--- src/rtl/trap_pkg.sv ---
package trap_pkg;
  localparam int BASE_W = 8;
  localparam int VEC_W  = 6;
  localparam int FLAG_W = 4;
  localparam int BANK_W = 2;
  localparam int PAD_W  = 2;
  localparam int PC_W   = BASE_W + VEC_W + PAD_W;

  typedef struct packed {
    logic [PC_W-1:0]   pc;
    logic              gie;
    logic [FLAG_W-1:0] flags;
    logic [BANK_W-1:0] bank;
  } ctx_t;

  typedef enum logic {
    OP_TRAP = 1'b0,
    OP_RET  = 1'b1
  } op_e;

  typedef enum logic {
    ST_IDLE = 1'b0,
    ST_EXEC = 1'b1
  } seq_state_e;
endpackage

--- src/rtl/trap_vector_base.sv ---
module trap_vector_base
  import trap_pkg::*;
(
  input  logic              clk,
  input  logic              rst_n,
  input  logic              wr_en,
  input  logic [BASE_W-1:0] wr_data,
  input  logic [VEC_W-1:0]  vec,
  output logic [BASE_W-1:0] base_q,
  output logic [PC_W-1:0]   target
);
  logic [BASE_W-1:0] base_r;

  always_ff @(posedge clk) begin
    if (!rst_n) base_r <= '0;
    else if (wr_en) base_r <= wr_data;
  end

  assign base_q = base_r;
  assign target = {base_r, vec, {PAD_W{1'b0}}};

  assert_base_load_R10: assert property (@(posedge clk) disable iff (!rst_n)
    wr_en |=> (base_q == $past(wr_data)));
endmodule

--- src/rtl/trap_ctx_stack.sv ---
module trap_ctx_stack
  import trap_pkg::*;
#(
  parameter int DEPTH = 12
) (
  input  logic                       clk,
  input  logic                       rst_n,
  input  logic                       push,
  input  logic                       pop,
  input  ctx_t                       push_data,
  output ctx_t                       top_data,
  output logic [$clog2(DEPTH+1)-1:0] count,
  output logic                       empty,
  output logic                       full,
  output logic                       ovf,
  output logic                       unf
);
  localparam int PW = (DEPTH > 1) ? $clog2(DEPTH) : 1;
  localparam int CW = $clog2(DEPTH+1);
  localparam logic [PW-1:0] LAST = PW'(DEPTH-1);
  localparam logic [CW-1:0] CMAX = CW'(DEPTH);

  ctx_t            mem [DEPTH];
  logic [PW-1:0]   wr_ptr;
  logic [PW-1:0]   rd_idx;
  logic [CW-1:0]   cnt;

  assign rd_idx   = (wr_ptr == '0) ? LAST : wr_ptr - 1'b1;
  assign top_data = mem[rd_idx];
  assign count    = cnt;
  assign empty    = (cnt == '0);
  assign full     = (cnt == CMAX);

  always_ff @(posedge clk) begin
    if (push) mem[wr_ptr] <= push_data;
  end

  always_ff @(posedge clk) begin
    if (!rst_n) begin
      wr_ptr <= '0;
      cnt    <= '0;
      ovf    <= 1'b0;
      unf    <= 1'b0;
    end else if (push) begin
      wr_ptr <= (wr_ptr == LAST) ? '0 : wr_ptr + 1'b1;
      if (full) ovf <= 1'b1;
      else      cnt <= cnt + 1'b1;
    end else if (pop) begin
      if (empty) unf <= 1'b1;
      else begin
        wr_ptr <= rd_idx;
        cnt    <= cnt - 1'b1;
      end
    end
  end

  assert_depth_bound_R6: assert property (@(posedge clk) disable iff (!rst_n)
    cnt <= CMAX);
  assert_no_dual_op_R6: assert property (@(posedge clk) disable iff (!rst_n)
    !(push && pop));
  assert_full_hold_R7: assert property (@(posedge clk) disable iff (!rst_n)
    (push && full) |=> (full && ovf));
  assert_ovf_sticky_R7: assert property (@(posedge clk) disable iff (!rst_n)
    ovf |=> ovf);
  assert_unf_sticky_R8: assert property (@(posedge clk) disable iff (!rst_n)
    unf |=> unf);
  assert_empty_pop_R8: assert property (@(posedge clk) disable iff (!rst_n)
    (pop && empty) |=> (empty && unf));
endmodule

--- src/rtl/trap_seq.sv ---
module trap_seq
  import trap_pkg::*;
(
  input  logic            clk,
  input  logic            rst_n,
  input  logic            req_valid,
  input  logic            req_op,
  input  logic            req_g,
  input  ctx_t            cur_ctx,
  input  logic [PC_W-1:0] target,
  input  ctx_t            top_data,
  input  logic            stk_empty,
  output logic            req_ready,
  output logic            push,
  output ctx_t            push_data,
  output logic            pop,
  output logic            upd_valid,
  output ctx_t            upd_ctx
);
  seq_state_e state;
  ctx_t       pend;
  logic       accept;
  logic       is_trap;

  assign req_ready = (state == ST_IDLE);
  assign accept    = req_valid && req_ready;
  assign is_trap   = (req_op == OP_TRAP);
  assign push      = accept && is_trap;
  assign pop       = accept && !is_trap;
  assign push_data = cur_ctx;

  always_ff @(posedge clk) begin
    if (!rst_n) begin
      state     <= ST_IDLE;
      pend      <= '0;
      upd_valid <= 1'b0;
      upd_ctx   <= '0;
    end else begin
      upd_valid <= 1'b0;
      case (state)
        ST_IDLE: begin
          if (accept && is_trap) begin
            state      <= ST_EXEC;
            pend.pc    <= target;
            pend.gie   <= req_g ? 1'b0 : cur_ctx.gie;
            pend.flags <= cur_ctx.flags;
            pend.bank  <= cur_ctx.bank;
          end else if (accept && !stk_empty) begin
            upd_valid <= 1'b1;
            upd_ctx   <= top_data;
          end
        end
        ST_EXEC: begin
          state     <= ST_IDLE;
          upd_valid <= 1'b1;
          upd_ctx   <= pend;
        end
        default: state <= ST_IDLE;
      endcase
    end
  end

  assert_trap_two_cycle_R4: assert property (@(posedge clk) disable iff (!rst_n)
    (accept && is_trap) |=> (!req_ready && !upd_valid) ##1 upd_valid);
  assert_gie_clear_R2: assert property (@(posedge clk) disable iff (!rst_n)
    (accept && is_trap && req_g) |=> ##1 !upd_ctx.gie);
  assert_flags_pass_R3: assert property (@(posedge clk) disable iff (!rst_n)
    (accept && is_trap) |=> ##1 (upd_ctx.flags == $past(cur_ctx.flags, 2)));
  assert_ret_pulse_R5: assert property (@(posedge clk) disable iff (!rst_n)
    (accept && !is_trap && !stk_empty) |=> upd_valid);
  assert_ret_silent_R8: assert property (@(posedge clk) disable iff (!rst_n)
    (accept && !is_trap && stk_empty) |=> !upd_valid);
endmodule

--- src/rtl/trap_vector_unit.sv ---
module trap_vector_unit
  import trap_pkg::*;
#(
  parameter int STACK_DEPTH = 12
) (
  input  logic                             clk,
  input  logic                             rst_n,
  input  logic                             req_valid,
  output logic                             req_ready,
  input  logic                             req_op,
  input  logic [5:0]                       req_vec,
  input  logic                             req_g,
  input  logic [15:0]                      cur_pc,
  input  logic                             cur_gie,
  input  logic [3:0]                       cur_flags,
  input  logic [1:0]                       cur_bank,
  input  logic                             base_wr,
  input  logic [7:0]                       base_wdata,
  output logic [7:0]                       base_q,
  output logic                             upd_valid,
  output logic [15:0]                      upd_pc,
  output logic                             upd_gie,
  output logic [3:0]                       upd_flags,
  output logic [1:0]                       upd_bank,
  output logic [$clog2(STACK_DEPTH+1)-1:0] stk_depth,
  output logic                             stk_ovf,
  output logic                             stk_unf
);
  ctx_t            cur_ctx, push_data, top_data, upd_ctx;
  logic [PC_W-1:0] target;
  logic            push, pop, stk_empty, stk_full;

  assign cur_ctx.pc    = cur_pc;
  assign cur_ctx.gie   = cur_gie;
  assign cur_ctx.flags = cur_flags;
  assign cur_ctx.bank  = cur_bank;

  trap_vector_base u_base (
    .clk     (clk),
    .rst_n   (rst_n),
    .wr_en   (base_wr),
    .wr_data (base_wdata),
    .vec     (req_vec),
    .base_q  (base_q),
    .target  (target)
  );

  trap_seq u_seq (
    .clk       (clk),
    .rst_n     (rst_n),
    .req_valid (req_valid),
    .req_op    (req_op),
    .req_g     (req_g),
    .cur_ctx   (cur_ctx),
    .target    (target),
    .top_data  (top_data),
    .stk_empty (stk_empty),
    .req_ready (req_ready),
    .push      (push),
    .push_data (push_data),
    .pop       (pop),
    .upd_valid (upd_valid),
    .upd_ctx   (upd_ctx)
  );

  trap_ctx_stack #(.DEPTH(STACK_DEPTH)) u_stack (
    .clk       (clk),
    .rst_n     (rst_n),
    .push      (push),
    .pop       (pop),
    .push_data (push_data),
    .top_data  (top_data),
    .count     (stk_depth),
    .empty     (stk_empty),
    .full      (stk_full),
    .ovf       (stk_ovf),
    .unf       (stk_unf)
  );

  assign upd_pc    = upd_ctx.pc;
  assign upd_gie   = upd_ctx.gie;
  assign upd_flags = upd_ctx.flags;
  assign upd_bank  = upd_ctx.bank;

  assert_full_flag_R6: assert property (@(posedge clk) disable iff (!rst_n)
    stk_full |-> (stk_depth == STACK_DEPTH));
endmodule

--- config.mk ---
export PLATFORM = sky130hd
export DESIGN_NAME = trap_vector_unit
export DESIGN_NICKNAME = d
export VERILOG_FILES = /design/src/rtl/trap_pkg.sv /design/src/rtl/trap_vector_base.sv /design/src/rtl/trap_ctx_stack.sv /design/src/rtl/trap_seq.sv /design/src/rtl/trap_vector_unit.sv
export SDC_FILE = /design/constraint.sdc
export NUM_CORES = 1
export LEC_CHECK = 0
export BUFFER_PORTS_ARGS = -buffer_cell sky130_fd_sc_hd__buf_2
export CORE_UTILIZATION = 55
export DETAILED_ROUTE_END_ITERATION = 12
export PLACE_DENSITY = 0.79
export SKIP_CTS_REPAIR_TIMING = 1
export SLEW_MARGIN = 20
export SYNTH_ARGS = -nofsm -noshare
export SYNTH_HDL_FRONTEND = slang
export SYNTH_SLANG_ARGS = --single-unit
--- constraint.sdc ---
create_clock -name clk -period 2.14 [get_ports clk]
set_input_delay 0.321 -clock clk [delete_from_list [all_inputs] [get_ports clk]]
set_output_delay 0.321 -clock clk [all_outputs]
set_load 0.01 [all_outputs]
# After elaboration in Yosys (flattened, before gate mapping)
# Memories as Yosys holds them, arrays and structs flattened.
# Cells that the tools add are included.
[totals]
ram_bits = 276
memories = 1
elab_cells = 62
register_bits = 64
output_inout_bits = 39
input_bits = 43
[mem_list]
columns = ["name", "depth", "width", "rd", "rd_ports_with_merged_regs", "write_ports", "line_no", "source"]
rows = [
  ["u_stack.mem", 12, 23, 1, 0, 1, "trap_ctx_stack.sv:23", "ctx_t mem [DEPTH];"],
]
[op_classes]
bitwise_logic = 3
n_reduce_logical = 14
n_eq_ne = 6
addsub = 4
muxes = 19
[ops]
columns = ["op", "count"]
rows = [
  ["two-way mux 23 bit", 2],
  ["case mux 23 bit (2 select lines)", 1],
  ["two-way mux 4 bit", 9],
  ["adder 4 x 1 -> 4 bit, second input constant", 2],
  ["== test 4 bit, second input constant", 2],
  ["zero test 4 bit", 2],
  ["inequality test 2 bit, second input constant", 4],
  ["AND reduction 2 bit", 4],
  ["subtractor 4 x 1 -> 4 bit, second input constant", 2],
  ["AND reduction 3 bit", 2],
  ["two-way mux 1 bit", 5],
  ["logical AND 1 bit", 4],
  ["case mux 1 bit (2 select lines)", 2],
  ["NOT 1 bit", 3],
  ["nonzero test 2 bit", 1],
  ["zero test 1 bit", 1],
]

# Longest topological paths before layout
[depth]
ltp_word = 6
depth_mapped = 12
mapped_depth_nobuf = 9

# Cells and area by module
# From an unflattened synthesis, not the netlist that was laid out.
[hier_totals]
cells_unflattened = 976
hier_area_um2 = 14407.6
[by_module_without_submodules]
columns = ["module", "cells_each", "instances", "seq_area_each_um2", "area_each_um2"]
rows = [
  ["trap_ctx_stack", 697, 1, 8488.1, 11747.5],
  ["trap_seq", 237, 1, 960.9, 2234.6],
  ["trap_vector_base", 42, 1, 160.2, 425.4],
]

# Least setup slack after synthesis
# Ideal clock, no wire load.
[synth_path]
path_kind = "register -> register"
start = "register u_stack.wr_ptr[0]"
end = "register u_seq.upd_ctx[9] (netlist name)"
setup_ns = 0.135
path_buffers = 4
synth_period_minus_slack_ns = 2.235
path_slack_ns = -0.095
t_arrival_ns = 2.101
path_stages_with_launch = 11
t_required_ns = 2.005
cell_sequence = "dfxtp_1 > buf_6 > inv_1 > ha_1 > buf_2 > buf_2 > clkbuf_1 > mux2i_1 > mux2i_1 > o21ai_0 > o22ai_1"
[synth_between]
elab_chain_cells = 6
word_cells_on_any_way = 7
cone_classes = "1 x add/sub; 4 x mux; 1 x reduce/logical; 1 x memory"
[synth_lines]
columns = ["item", "line_no", "source"]
rows = [
  ["start, declared", "trap_ctx_stack.sv:24", "logic [PW-1:0] wr_ptr;"],
  ["start signal, assigned", "trap_ctx_stack.sv:45", "wr_ptr <= (wr_ptr == LAST) ? '0 : wr_ptr + 1'b1;"],
  ["start signal, assigned", "trap_ctx_stack.sv:51", "wr_ptr <= rd_idx;"],
  ["subtractor 4 x 1 -> 4 bit or zero test 4 bit (tied branches)", "trap_ctx_stack.sv:28", "assign rd_idx = (wr_ptr == '0) ? LAST : wr_ptr - 1'b1;"],
  ["two-way mux 4 bit *", "trap_ctx_stack.sv:28", ""],
  ["memory read (12 x 23 bit) *", "--", ""],
  ["two-way mux 23 bit *", "trap_seq.sv:48", "end else if (accept && !stk_empty) begin"],
  ["two-way mux 23 bit *", "trap_seq.sv:42", "if (accept && is_trap) begin"],
  ["case mux 23 bit (2 select lines) *", "trap_seq.sv:40", "case (state)"],
]
# Mark *: on every way between the ends. The rest lies on a longest branch, timed or not. The select of a mux whose other input is x is not followed.
# A chain may end at the register's enable or synchronous reset.

# Worst setup path after layout
[layout_path]
start = "register u_stack.wr_ptr[0]"
end = "register u_seq.upd_ctx[9] (netlist name)"
[layout_between]
elab_chain_cells = 6
word_cells_on_any_way = 7
cone_classes = "1 x add/sub; 4 x mux; 1 x reduce/logical; 1 x memory"
[layout_lines]
columns = ["item", "line_no"]
rows = [
  ["subtractor 4 x 1 -> 4 bit or zero test 4 bit (tied branches)", "trap_ctx_stack.sv:28"],
  ["two-way mux 4 bit *", "trap_ctx_stack.sv:28"],
  ["memory read (12 x 23 bit) *", "--"],
  ["two-way mux 23 bit *", "trap_seq.sv:48"],
  ["two-way mux 23 bit *", "trap_seq.sv:42"],
  ["case mux 23 bit (2 select lines) *", "trap_seq.sv:40"],
]
# Marked as above.

==> results.toml <==
[logic_synthesis]
syn-cell-area_um2 = 14500
synth.distinct_cells = 60
async_reset_ff_frac = 0
synth_seq_area_share = 0.660
synth_top_area_share = 0.572
synth_top_area_cell = "edfxtp_1"
synth.most_common_cell = "edfxtp_1"
postSynthCellCount = 1042
synth_area_leaders = "edfxtp_1, dfxtp_1, mux2i_1, a21oi_1, a21boi_0"
ys_warn_count = 0
synth_common_cells = "edfxtp_1, mux2i_1, nand2_1, a21oi_1, dfxtp_1"
synth_edf_count = 276
synthFlopType = "edfxtp_1"
syn_avg_cell_area_um2 = 13.9
syn-num-nets = 1091
ys_ff_latch = 340

[place]
gp_congestion = 0.878
portBuffers = 81
dp_slack_ns = -0.0566
dpl.hpwl_um = 22000

[clocking]
cts_max_level = 2
clock_latency_ns = 0.51
cts-root-buf = "clkbuf_16"
tritoncts = "yes"
clockBufferDepth = 3
path_clk_slew_ns = 0.06
cts.sinks = 340
cts_buffers = 35

[power]
p_per_area_nw_per_um2 = 1080
p_leak_uw = 0.00606
ir_worst_vdd_mv = 0.766
total_power_uw = 18600

[critical_path]
r2r_end = "u_seq.upd_ctx[9]"
cp_max_fo = 6
slowest_stage = "or3b_4"
setup.worst_path.start_class = "flip-flop"
worstPathCellList = "inv_4 -> ha_4 -> or3b_4 -> buf_12 -> buf_6 -> and3_1 -> o211ai_1 -> o311a_1 -> o22ai_2"
r2r_start = "u_stack.wr_ptr[0]"
regToRegSetupSlack_ns = -0.009
critPathCaptureType = "flip-flop"
worstSetupPathType = "flip-flop to flip-flop"
arrival_ns = 2.53
r2r_cells = 9
cpPeakStageDelay_ns = 0.49
startpoint = "u_stack.wr_ptr[0]"
worstPathRequired_ns = 2.52

[floorplanning]
ios = 82
dieArea_um2 = 27000
die_y_um = 164
fp.dieW_um = 164
start_util = 0.558
core_area_um2 = 26000
std_cell_rows = 59

[drt]
via_per_inst = 6.39
drc_errors = 0
ant_nets = 0
dr_total_vias = 9776
wl_um = 37000
avgRoutedWirePerCell_um = 24.2
first_iter_violations = 1066
drt_pass1_iterations = 5

[sta]
fin_hold_ws_ns = 0.0614
finalCritPeriodShare = 1.00
tns_ns = -0.0150
finalHoldViolations = 0
slew_viol_final = 0
setup_violations = 4
rsz0062_at_grt = "yes"
tightest_slew_ns = 0.837
finalClockSkew_ns = 0.0123
timing.final.crit_period_ns = 2.15
worst_slew_margin_rel = 0.441
finalWorstSetupSlack_ns = -0.00888
max_freq_mhz = 465

[min_path]
hp-start = "req_vec[5]"
hold_path.class = "primary input to flip-flop"
min_to = "u_seq.pend[14]"
whs_path_depth = 3

[cells_and_area]
nFillCells = 1740
regArea_um2 = 9580
final_nets = 1220
multi_input_area_um2 = 4600
antenna_cells = 0
syn_to_final_growth_pct = 19.1
final_layout_size_suffix_gt1_frac = 0.242
fin_util = 0.664

[status]
outcome = "finished, violations left"
violations = "setup timing"

[global_route]
grt_util_all_layers = 0.262
first_global_vias = 9155
grt-ovfl-total = 0
grt_max_degree = 55
antenna_found_initial = 0
grt_pass1_wl_um = 52500

[job]
drv_cap = 0
routing by layer:
metal / vias up / GRT usage / routed length [µm]
met2: 571 / 0.419 / 17600
met1: 4782 / 0.354 / 14400
met5: - / 0 / 0
met4: 0 / 0.0816 / 1050
li1: 4322 / - / -
met3: 101 / 0.0601 / 3980
cell type report:
type | instances | area share
clock inverters | 23 | 0.0163
repair buffers | 178 | 0.0826
clock buffers | 39 | 0.0541
inverters | 5 | 0.00123
multi-input cells | 611 | 0.266
well taps | 335 | 0.0243
flip-flops and latches | 340 | 0.555
report_power, final:
group / leakage [µW] / internal (µW) / switching (µW) / total [µW]
Clock: 0.000597 / 3970 / 2450 / 6420
Combinational: 0.00246 / 1940 / 2700 / 4640
Sequential: 0.00301 / 7380 / 150 / 7530
worst max-delay path: cells and delay by family (launching register included):
| family | cells | cell delay, ns |
|---|---|---|
| compound gates | 3 | 0.47 |
| buf+inv | 3 | 0.35 |
| flops | 1 | 0.36 |
| fa+ha+maj | 1 | 0.16 |
| simple gates | 2 | 0.66 |
placed cells by master (no fill, tap or decap), drive strengths merged, types with 8 or more instances in the layout:
master  instances
a31o            8
buf           175
a21oi          88
o221ai         14
clkbuf         42
nand2b         26
o21ai           9
edfxtp        276
or3            15
o311a          22
nor2b          17
dfxtp          64
a311o          14
clkinv         15
nor2            8
o311ai          9
a21boi         45
nand3          12
mux2i          99
a31oi           9
o22ai          10
and3           29
nand2          80
o211ai         38
and4            8
and2           12
through the flow:
stage,cells,area (µm²)
2_1_floorplan,1042,14500
3_3_place_gp,1455,15700
3_5_place_dp,1455,15700
4_1_cts,1517,16900
5_1_grt,1531,17300
6_report,1531,17300
logic make-up after synthesis:
| family | count (synthesis) | share of synthesized area |
|---|---|---|
| buf+inv | 91 | 0.0320 |
| compound gates | 284 | 0.149 |
| mux | 101 | 0.0699 |
| flops | 340 | 0.660 |
| fa+ha+maj | 6 | 0.00518 |
| simple gates | 215 | 0.0806 |
| xor+xnor | 5 | 0.00302 |
flip-flops by register name (all words and copies together) (netlist names):
name	count
u_stack.wr_ptr	4
u_seq.upd_valid	1
u_stack.mem	276
u_stack.unf	1
u_stack.count	4
u_seq.state	1
u_seq.upd_ctx	23
u_base.base_q	8
u_seq.pend	21
u_stack.ovf	1
worst max path at each step:
stage                        end  cells past startpoint
2_1_floorplan   u_stack.count[3]                     11
3_3_place_gp    u_seq.upd_ctx[7]                      8
3_5_place_dp    u_seq.upd_ctx[7]                      8
4_1_cts         u_seq.upd_ctx[7]                      8
5_1_grt        u_seq.upd_ctx[11]                      9
6_report        u_seq.upd_ctx[9]                      9
Power figures use the tool's default switching activity.
